File: src/rtl/hz_pkg.sv
package hz_pkg;
  localparam int MAX_AW = 8;
  typedef logic [MAX_AW-1:0] regid_t;

  typedef enum logic [1:0] {CLS_ALU = 2'd0, CLS_LOAD = 2'd1, CLS_DIV = 2'd2} icls_e;
  typedef enum logic [1:0] {OPND_RF = 2'd0, OPND_ALU = 2'd1, OPND_WB = 2'd2} opsel_e;

  // a producer slot feeds a source when it is live, writes, and names that source
  function automatic logic producer_hit(input logic live, input logic writes,
                                        input regid_t dst, input regid_t src);
    return live && writes && (src != '0) && (dst == src);
  endfunction

  // result of an execute-stage producer is ready for bypass unless it is a load
  // still in the cache, or a divide whose unit is still working
  function automatic logic ex_result_ready(input logic [1:0] cls, input logic busy);
    return (cls == CLS_ALU) || ((cls == CLS_DIV) && !busy);
  endfunction
endpackage

File: src/rtl/hz_src_match.sv
module hz_src_match
  import hz_pkg::*;
#(
  parameter int REG_AW = 5
) (
  input  logic              use_valid,
  input  logic [REG_AW-1:0] src,
  input  logic              ex_valid,
  input  logic              ex_wr,
  input  logic [REG_AW-1:0] ex_rd,
  input  logic [1:0]        ex_cls,
  input  logic              wb_valid,
  input  logic              wb_wr,
  input  logic [REG_AW-1:0] wb_rd,
  input  logic              div_busy,
  output opsel_e            sel,
  output logic              load_wait,
  output logic              rf_read
);
  logic ex_hit, wb_hit;

  assign ex_hit = use_valid && producer_hit(ex_valid, ex_wr, regid_t'(ex_rd), regid_t'(src));
  assign wb_hit = use_valid && producer_hit(wb_valid, wb_wr, regid_t'(wb_rd), regid_t'(src));

  always_comb begin
    sel       = OPND_RF;
    load_wait = 1'b0;
    if (ex_hit) begin
      if (ex_result_ready(ex_cls, div_busy)) sel = OPND_ALU;
      else if (ex_cls == CLS_LOAD)           load_wait = 1'b1;
      else                                   sel = OPND_ALU;
    end else if (wb_hit) begin
      sel = OPND_WB;
    end
  end

  assign rf_read = use_valid && (src != '0) && (sel == OPND_RF) && !load_wait;
endmodule

File: src/rtl/hz_stall_ctrl.sv
module hz_stall_ctrl #(
  parameter int NUM_SRC        = 2,
  parameter bit SHARED_RF_PORT = 1'b1
) (
  input  logic               clk,
  input  logic               rst_n,
  input  logic [NUM_SRC-1:0] load_wait,
  input  logic [NUM_SRC-1:0] rf_read,
  input  logic               rf_wr_act,
  input  logic               div_busy,
  output logic               stall_front,
  output logic               stall_exec,
  output logic               bubble_ex
);
  logic data_stall, port_stall;

  assign data_stall = |load_wait;

  generate
    if (SHARED_RF_PORT) begin : g_shared
      assign port_stall = rf_wr_act && (|rf_read);
    end else begin : g_split
      assign port_stall = 1'b0;
    end
  endgenerate

  always_comb begin
    stall_front = 1'b0;
    stall_exec  = 1'b0;
    bubble_ex   = 1'b0;
    if (div_busy) begin
      stall_front = 1'b1;
      stall_exec  = 1'b1;
    end else if (data_stall || port_stall) begin
      stall_front = 1'b1;
      bubble_ex   = 1'b1;
    end
  end


  div_no_bubble_chk: assert property (@(posedge clk) disable iff (!rst_n)
    stall_exec |-> (stall_front && !bubble_ex));


  bubble_front_chk: assert property (@(posedge clk) disable iff (!rst_n)
    bubble_ex |-> (stall_front && !stall_exec));
endmodule

File: src/rtl/hazard_ctrl.sv
module hazard_ctrl
  import hz_pkg::*;
#(
  parameter int REG_AW         = 5,
  parameter bit SHARED_RF_PORT = 1'b1
) (
  input  logic              clk,
  input  logic              rst_n,
  input  logic              of_valid,
  input  logic [REG_AW-1:0] of_rs1,
  input  logic [REG_AW-1:0] of_rs2,
  input  logic              ex_valid,
  input  logic              ex_wr,
  input  logic [REG_AW-1:0] ex_rd,
  input  logic [1:0]        ex_cls,
  input  logic              wb_valid,
  input  logic              wb_wr,
  input  logic [REG_AW-1:0] wb_rd,
  input  logic              rf_wr_act,
  input  logic              div_busy,
  output logic [1:0]        sel_a,
  output logic [1:0]        sel_b,
  output logic              stall_front,
  output logic              stall_exec,
  output logic              bubble_ex
);
  localparam int NUM_SRC = 2;

  logic [NUM_SRC-1:0][REG_AW-1:0] src_id;
  opsel_e                         src_sel [NUM_SRC];
  logic [NUM_SRC-1:0]             load_wait;
  logic [NUM_SRC-1:0]             rf_read;

  assign src_id[0] = of_rs1;
  assign src_id[1] = of_rs2;

  generate
    for (genvar g = 0; g < NUM_SRC; g++) begin : g_src
      hz_src_match #(.REG_AW(REG_AW)) u_match (
        .use_valid (of_valid),
        .src       (src_id[g]),
        .ex_valid  (ex_valid),
        .ex_wr     (ex_wr),
        .ex_rd     (ex_rd),
        .ex_cls    (ex_cls),
        .wb_valid  (wb_valid),
        .wb_wr     (wb_wr),
        .wb_rd     (wb_rd),
        .div_busy  (div_busy),
        .sel       (src_sel[g]),
        .load_wait (load_wait[g]),
        .rf_read   (rf_read[g])
      );
    end
  endgenerate

  assign sel_a = src_sel[0];
  assign sel_b = src_sel[1];

  hz_stall_ctrl #(.NUM_SRC(NUM_SRC), .SHARED_RF_PORT(SHARED_RF_PORT)) u_stall (
    .clk         (clk),
    .rst_n       (rst_n),
    .load_wait   (load_wait),
    .rf_read     (rf_read),
    .rf_wr_act   (rf_wr_act),
    .div_busy    (div_busy),
    .stall_front (stall_front),
    .stall_exec  (stall_exec),
    .bubble_ex   (bubble_ex)
  );


  zero_reg_chk: assert property (@(posedge clk) disable iff (!rst_n)
    (of_rs1 == '0) |-> (sel_a == OPND_RF));


  ex_sel_chk: assert property (@(posedge clk) disable iff (!rst_n)
    (sel_a == OPND_ALU) |-> (of_valid && ex_valid && ex_wr && (ex_rd == of_rs1)));


  wb_sel_chk: assert property (@(posedge clk) disable iff (!rst_n)
    (sel_b == OPND_WB) |-> (wb_valid && wb_wr && (wb_rd == of_rs2) &&
                            !(ex_valid && ex_wr && (ex_rd == of_rs2))));


  load_use_chk: assert property (@(posedge clk) disable iff (!rst_n)
    (of_valid && ex_valid && ex_wr && (ex_cls == CLS_LOAD) && !div_busy &&
     (ex_rd != '0) && ((ex_rd == of_rs1) || (ex_rd == of_rs2)))
    |-> (bubble_ex && stall_front));


  div_hold_chk: assert property (@(posedge clk) disable iff (!rst_n)
    div_busy |-> (stall_front && stall_exec && !bubble_ex));
endmodule

File: config.mk
export PLATFORM = sky130hd
export DESIGN_NAME = hazard_ctrl
export DESIGN_NICKNAME = d
export VERILOG_FILES = /design/src/rtl/hz_pkg.sv /design/src/rtl/hz_src_match.sv /design/src/rtl/hz_stall_ctrl.sv /design/src/rtl/hazard_ctrl.sv
export SDC_FILE = /design/constraint.sdc
export NUM_CORES = 1
export LEC_CHECK = 0
export CAP_MARGIN = 10
export CORE_AREA = 2 2 39 41
export DETAILED_ROUTE_END_ITERATION = 6
export DIE_AREA = 0 0 41 43
export DONT_BUFFER_PORTS = 1
export PLACE_DENSITY = 0.41
export SETUP_SLACK_MARGIN = 0.02
export SYNTH_ARGS = -nofsm -noshare
export SYNTH_HDL_FRONTEND = slang
export SYNTH_SLANG_ARGS = --single-unit
File: constraint.sdc
create_clock -name vclk -period 2.2
set_clock_uncertainty 0.05 [all_clocks]
set_input_delay 0.44 -clock vclk [all_inputs]
set_output_delay 0.44 -clock vclk [all_outputs]
set_load 0.05 [all_outputs]
After elaboration in Yosys (flattened, before gate mapping)
Index checks and enable logic that the tools add are counted. W data, S select, Z words.

Register bits: 0. Output and inout bits: 7.

Eq/ne operators: 6. Muxes and demuxes: 14. Reductions and logical operators: 34.

Operators by type and width (count): $logic_and A1 B1 Y1 (22); $eq A5 B5 Y1 (4); $mux W2 (5); $reduce_bool A5 Y1 (2); $mux W1 (9); $logic_not A2 Y1 (3); $reduce_or A2 Y1 (2); $logic_not A1 Y1 (3); $eq A2 B1 Y1 const B (1); $eq A2 B2 Y1 const B (1); $logic_or A1 B1 Y1 (2).

Longest topological paths before layout
Gate-level depths: netlist (run 1).

Depth in word-level cells: 14. Depth in mapped cells: 5. Gate-level depth less buffers: 5.

By module
Synthesis (run 1) repeated with hierarchy kept, for this count alone.

Cell total of the unflattened synthesis: 53. Area, all modules: 385.4 µm².

Modules (own cells, without submodules): hz_src_match (times used 2, cells an instance 24, area each 176.4 µm², sequential area each 0.0 µm²); hz_stall_ctrl (times used 1, cells an instance 5, area each 32.5 µm², sequential area each 0.0 µm²).

Least setup slack after synthesis (run 1)
No wires, ideal clock.

Path kind: input to output. Start: input ex_rd[3]. End: output sel_a[0]. Data arrival time: 2.451 ns. Required time: 1.710 ns. Slack: -0.741 ns. Stages on the path: 4. Path buffers: 0. Cell sequence: xor2_1 nor2_1 nand3_1 nor4b_1.

Word-level cells in the longest chain between the ends: 4.

Ends and longest elaborated chain: start: declaration (line hazard_ctrl.sv:14) `input logic [REG_AW-1:0] ex_rd,`; $eq A5 B5 Y1 (line hz_pkg.sv:11) `return live && writes && (src != '0) && (dst == src);`; $logic_and A1 B1 Y1 (line hz_pkg.sv:11); $logic_and A1 B1 Y1 (line hz_src_match.sv:22) `assign ex_hit = use_valid && producer_hit(ex_valid, ex_wr, regid_t'(ex_rd), regid_t'(src));`; $mux W2 (line hz_src_match.sv:28) `if (ex_hit) begin`; end: declaration (line hazard_ctrl.sv:21) `output logic [1:0] sel_a,`.

No other way between the ends.

Worst setup path in the final report (run 1)
Start: input of_rs1[0]. End: output stall_front.

Word-level cells in the longest chain between the ends: 14. Elaborated cells between the ends (all ways): 23. Classes of those cells: eq/ne: 2; mux: 5; reduce/logical: 16.

Ends and longest elaborated chain: start: declaration (line hazard_ctrl.sv:10) `input logic [REG_AW-1:0] of_rs1,`; $reduce_bool A5 Y1 (line hz_pkg.sv:11, hz_src_match.sv:37); $logic_and A1 B1 Y1 (2 in series) (line hz_pkg.sv:11); $logic_and A1 B1 Y1 (line hz_src_match.sv:23) `assign wb_hit = use_valid && producer_hit(wb_valid, wb_wr, regid_t'(wb_rd), regid_t'(src));`; $mux W2 (line hz_src_match.sv:32) `end else if (wb_hit) begin`; $mux W2 (line hz_src_match.sv:28); $logic_not A2 Y1 (line hz_src_match.sv:37) `assign rf_read = use_valid && (src != '0) && (sel == OPND_RF) && !load_wait;`; $logic_and A1 B1 Y1 (2 in series) (line hz_src_match.sv:37); $reduce_or A2 Y1 (line hz_stall_ctrl.sv:21) `assign port_stall = rf_wr_act && (|rf_read);`; $logic_and A1 B1 Y1 (line hz_stall_ctrl.sv:21); $logic_or A1 B1 Y1 * (line hz_stall_ctrl.sv:34) `end else if (data_stall || port_stall) begin`; $mux W1 * (line hz_stall_ctrl.sv:34); $mux W1 * (line hz_stall_ctrl.sv:31) `if (div_busy) begin`; end: declaration (line hazard_ctrl.sv:23) `output logic stall_front,`.

Mark *: on every way between the ends. The rest lies on a longest branch, timed or not.

==> results.toml, run 1 <==
[drt]
wl_per_cell_um = 13.6
drt_iter0_drc = 4
num_vias = 403
firstDrtPassIters = 2
vias_per_cell = 5.37
ant_nets = 0
drt_wl_total_um = 1020
drc = 0

[power]
p_comb_share_pct = 100.0
power_density_nw_per_um2 = 152
ir_drop_uv = 51.1
swShare_pct = 47.7
power.switching_uw = 35.5
p_leak_nw = 0.159
p_total_uw = 74.6
p_int_uw = 39.0
pwr-share-clk_pct = 0
p_seq_share_pct = 0

[logic_synthesis]
synth.most_common_cell = "xor2_1"
synth_area_leaders = "xor2_1 (29%), xnor2_1 (16%), nor2b_1 (8.0%), nand4_1 (4.8%), nor4_1 (4.8%)"
syn_nets = 85
synth.mux.area_fraction_pct = 0
synth_top_area_cell = "xor2_1"
synth_xor_area_share_pct = 44.6
yosysTopAreaCellShare_pct = 29.0
synthTopCellsByCount = "xor2_1 (13), xnor2_1 (7), nor2b_1 (5)"
synth_fa_ha_area_share_pct = 0
postSynthCellCount = 54
ys.warnings.count = 0
synth_area_um2 = 393
netlist-cell-type-count = 22
synth_area_per_cell_um2 = 7.28
synthSimpleGateAreaFrac_pct = 44.6
synth_compound_area_share_pct = 8.92
synth_top_family_by_area = "XOR/XNOR gates"
yosysSeqAreaShare_pct = 0

[run]
drv_cap = 0

[die]
fp.dieH_um = 43
dieArea_um2 = 1760
io_pins = 38
floorplan.initialDensity_pct = 28.4
chipWidth_um = 41
rows = 14
core_um2 = 1380

[final_layout]
clkbuf_count = 0
design.seq.count = 0
multiInputGateArea_um2 = 412
layout-drive-gt1-share_pct = 23.7
fillers = 162
syn_to_final_growth_pct = 24.5
stdcell_count = 75
stdcell_area_um2 = 489
final_nets = 92
regArea_um2 = 0
num_antenna_cells = 0

[run_status]
outcome = "finished, final reports clean"

[timing]
fin_crit_sh_pct = 95.8
rsz0062_at_grt = "no"
whs_ns = 0.830
setup_tns_ns = 0
finalMaxSlewViolations = 0
finalHoldViolCount = 0
max_clock_freq_ghz = 0.474
worstMarginPinSlew_ns = 0.305
setup_violations = 0
min_period_ns = 2.11
slew_headroom_pct = 79.5

[critical_path]
cp-end-kind = "output pin"
crit_fanout = 3
path_cells = "or4_4 -> nor2_4 -> nor4bb_2 -> o21ai_2 -> nand4b_1 -> buf_4"
crit_required_ns = 1.71
critical_path_class = "input port to output pin"
worst_ep_arrival_time_ns = 1.62
crit_path_top_delay_cell = "or4_4"
crit_path_start_kind = "input port"
cp.buffers_inverters = 1
cpLargestDelayFamily = "simple AND/OR/NAND/NOR gates"
cpPeakStageDelay_ns = 0.54

[global_route]
grt_util_all_layers_pct = 11.5
antenna_found_initial = 0
grt_pass1_vias = 388
overflow = 0
grt_max_degree = 5
grt_pass1_wl_um = 1500

[placement]
place.port_buffers = 0
hpwl_um = 989
dp.cells = 75
place_area_um2 = 483
gp_congestion = 0.774

[cts]
holdBufCountCts = 0
post_cts_resized = 0
postCtsSetupBuffers = 0

[worst_hold_path]
hold_path.class = "input port to output pin"
## power groups by stage
| stage | clock [mW] | combinational (mW) | sequential [mW] |
|---|---|---|---|
| final | 0 | 0.0746 | 0 |
| after floorplan | 0 | 0.0650 | 0 |
| after global placement | 0 | 0.0737 | 0 |
| after global routing | 0 | 0.0818 | 0 |
| after detailed placement | 0 | 0.0744 | 0 |
| after CTS | 0 | 0.0746 | 0 |
## kinds of logic after synthesis
family	after synthesis
AOI/OAI and AO/OA	5
xor gates and xnor gates	20
buffers and inverters	1
and+or+nand+nor	28
## final timing paths
kind | end | cells past startpoint | startpoint | slack (ns)
max | stall_front | 6 | of_rs1[0] | 0.09
min | stall_exec | 0 | div_busy | 0.83
## stage by stage
stage | utilization, % | setup slack, ns
floorplan | - | -0.0689
global placement | 34.9 | 0.0850
CTS | 34.9 | 0.0719
detailed placement | 34.9 | 0.0728
finish | 35.4 | 0.0914
global route | 35.4 | 0.0256
## metal layers
metal  wire, um  global-route usage (%)
met1        419                    16.5
met2        500                    18.8
met5          0                       0
met3         98                    1.57
met4          0                       0
## cell type report
type | count | share of cell area, %
Tap cell | 16 | 4.09
Multi-Input combinational cell | 53 | 84.1
Timing Repair Buffer | 6 | 11.8
## cells in the final DEF, fill, tap and decap left out
master,instances
nor3_1,1
nor4b_2,1
buf_4,5
nand2_1,3
nand4_1,3
nor2b_2,1
or4_4,1
o21ai_2,1
nand3_1,3
o311a_1,1
xnor2_1,7
and3_1,1
nand4b_1,1
nor4bb_2,1
nor2_4,1
buf_12,1
nor2b_1,4
and4bb_2,1
a21oi_1,1
nor4_1,3
o21ai_1,1
a31oi_2,1
xor2_1,13
nor2_1,3
Power figures use the tool's default switching activity.
==> run 2, diff against run 1 <==
- CORE_AREA: 2 2 39 41 -> 5 5 42 44
- DIE_AREA: 0 0 41 43 -> 0 0 47 49
- REMOVE_ABC_BUFFERS: not set -> 1
==> results.toml, run 2 (synthesized netlist as in run 1, its figures left out) <==
[timing]
setup_tns_ns = 0
slew_headroom_pct = 76.8
rsz0062_at_grt = "no"
finalMaxSlewViolations = 0
whs_ns = 0.830
min_period_ns = 2.11
worst_slack_ns = 0.0939
worstMarginPinSlew_ns = 0.344
max_clock_freq_ghz = 0.475
fin_crit_sh_pct = 95.7
finalHoldViolCount = 0
setup_violations = 0

[critical_path]
crit_fanout = 3
crit_path_start_kind = "input port"
path_cells = "or4_4 -> nor2_2 -> nor4bb_1 -> o21ai_2 -> nand4b_1 -> buf_4"
cp.buffers_inverters = 1
cp-end-kind = "output pin"
crit_path_top_delay_cell = "or4_4"
worst_ep_arrival_time_ns = 1.62
crit_required_ns = 1.71
critical_path_class = "input port to output pin"
cpPeakStageDelay_ns = 0.52
cpLargestDelayFamily = "simple AND/OR/NAND/NOR gates"

[worst_hold_path]
hp-start = "div_busy"
whs_path_depth = 0
holdPathEnd = "stall_exec"
hold_path.class = "input port to output pin"

[global_route]
antenna_found_initial = 0
grt_max_degree = 5
grt_util_all_layers_pct = 9.75
overflow = 0
grt_pass1_wl_um = 1850
grt_pass1_vias = 429

[final_layout]
num_antenna_cells = 0
clkbuf_count = 0
regArea_um2 = 0
final_common_cell = "xor2_1"
final_nets = 92
layout-drive-gt1-share_pct = 18.6
syn_to_final_growth_pct = 16.2
final_cell_mix = "xor2_1 (13), xnor2_1 (7), buf_4 (6)"
design.seq.count = 0

[power]
p_leak_nw = 0.155
ir_drop_uv = 46.2
power_density_nw_per_um2 = 152

[cts]
postCtsSetupBuffers = 0
holdBufCountCts = 0
post_cts_resized = 0

[die]
core_um2 = 1400
floorplan.initialDensity_pct = 28.0
io_pins = 38
dieArea_um2 = 2300
fp.dieH_um = 49
rows = 14
chipWidth_um = 47

[placement]
hpwl_um = 1080
gp_congestion = 0.726
place_ws_ns = 0.0834
place.port_buffers = 0

[drt]
num_vias = 386
drc = 0
drt_wl_total_um = 1130
drt_iter0_drc = 3
vias_per_cell = 5.15
firstDrtPassIters = 4
ant_nets = 0
wl_per_cell_um = 15.1

[run]
drv_cap = 0

[run_status]
outcome = "finished, final reports clean"
run 2: cell counts in the layout (fill, tap and decap cells not counted):
No cell type changed its count.
run 2: per-stage QoR:
step / util [%] / area, um^2 / total power [mW] / cells
2_1_floorplan: - / 385 / 0.0584 / 53
3_3_place_gp: 32.6 / 457 / 0.0701 / 75
3_5_place_dp: 32.6 / 457 / 0.0698 / 75
4_1_cts: 32.6 / 457 / 0.0702 / 75
5_1_grt: 32.6 / 457 / 0.0765 / 75
6_report: 32.6 / 457 / 0.0695 / 75
run 2: final cells by class:
cell class / count / area [um^2]
multi-input cells: 53 / 392
repair buffers: 6 / 45.0
fillers: 171 / 945
well taps: 16 / 20.0
run 2: power by group:
group	leakage [nW]	internal [mW]	total (mW)	switching (mW)
Sequential	0	0	0	0
Combinational	0.155	0.0348	0.0695	0.0348
Clock	0	0	0	0
run 2: metal layers:
metal  GRT usage, %  wire (um)  up-vias
met5              0          0        -
met1           12.4        422      158
met3           2.58        155        0
met4              0          0        0
li1               -          -      207
met2           17.0        555       21
run 2: worst max-delay path by stage:
| stage | start | end | slack, ns | depth (start not counted) |
|---|---|---|---|---|
| 3_5_place_dp | of_rs1[0] | stall_front | 0.08 | 6 |
| 2_1_floorplan | ex_rd[3] | sel_a[0] | -0.74 | 4 |
| 4_1_cts | of_rs1[0] | stall_front | 0.08 | 6 |
| 6_report | of_rs1[0] | stall_front | 0.09 | 6 |
| 3_3_place_gp | of_rs1[0] | stall_front | 0.1 | 6 |
| 5_1_grt | of_rs1[0] | stall_front | 0.02 | 6 |
==> run 3, diff against run 2 <==
- GPL_ROUTABILITY_DRIVEN: not set -> 0
==> results of run 3 <==
No change in the layout: final DEF, timing and power equal those of run 2.
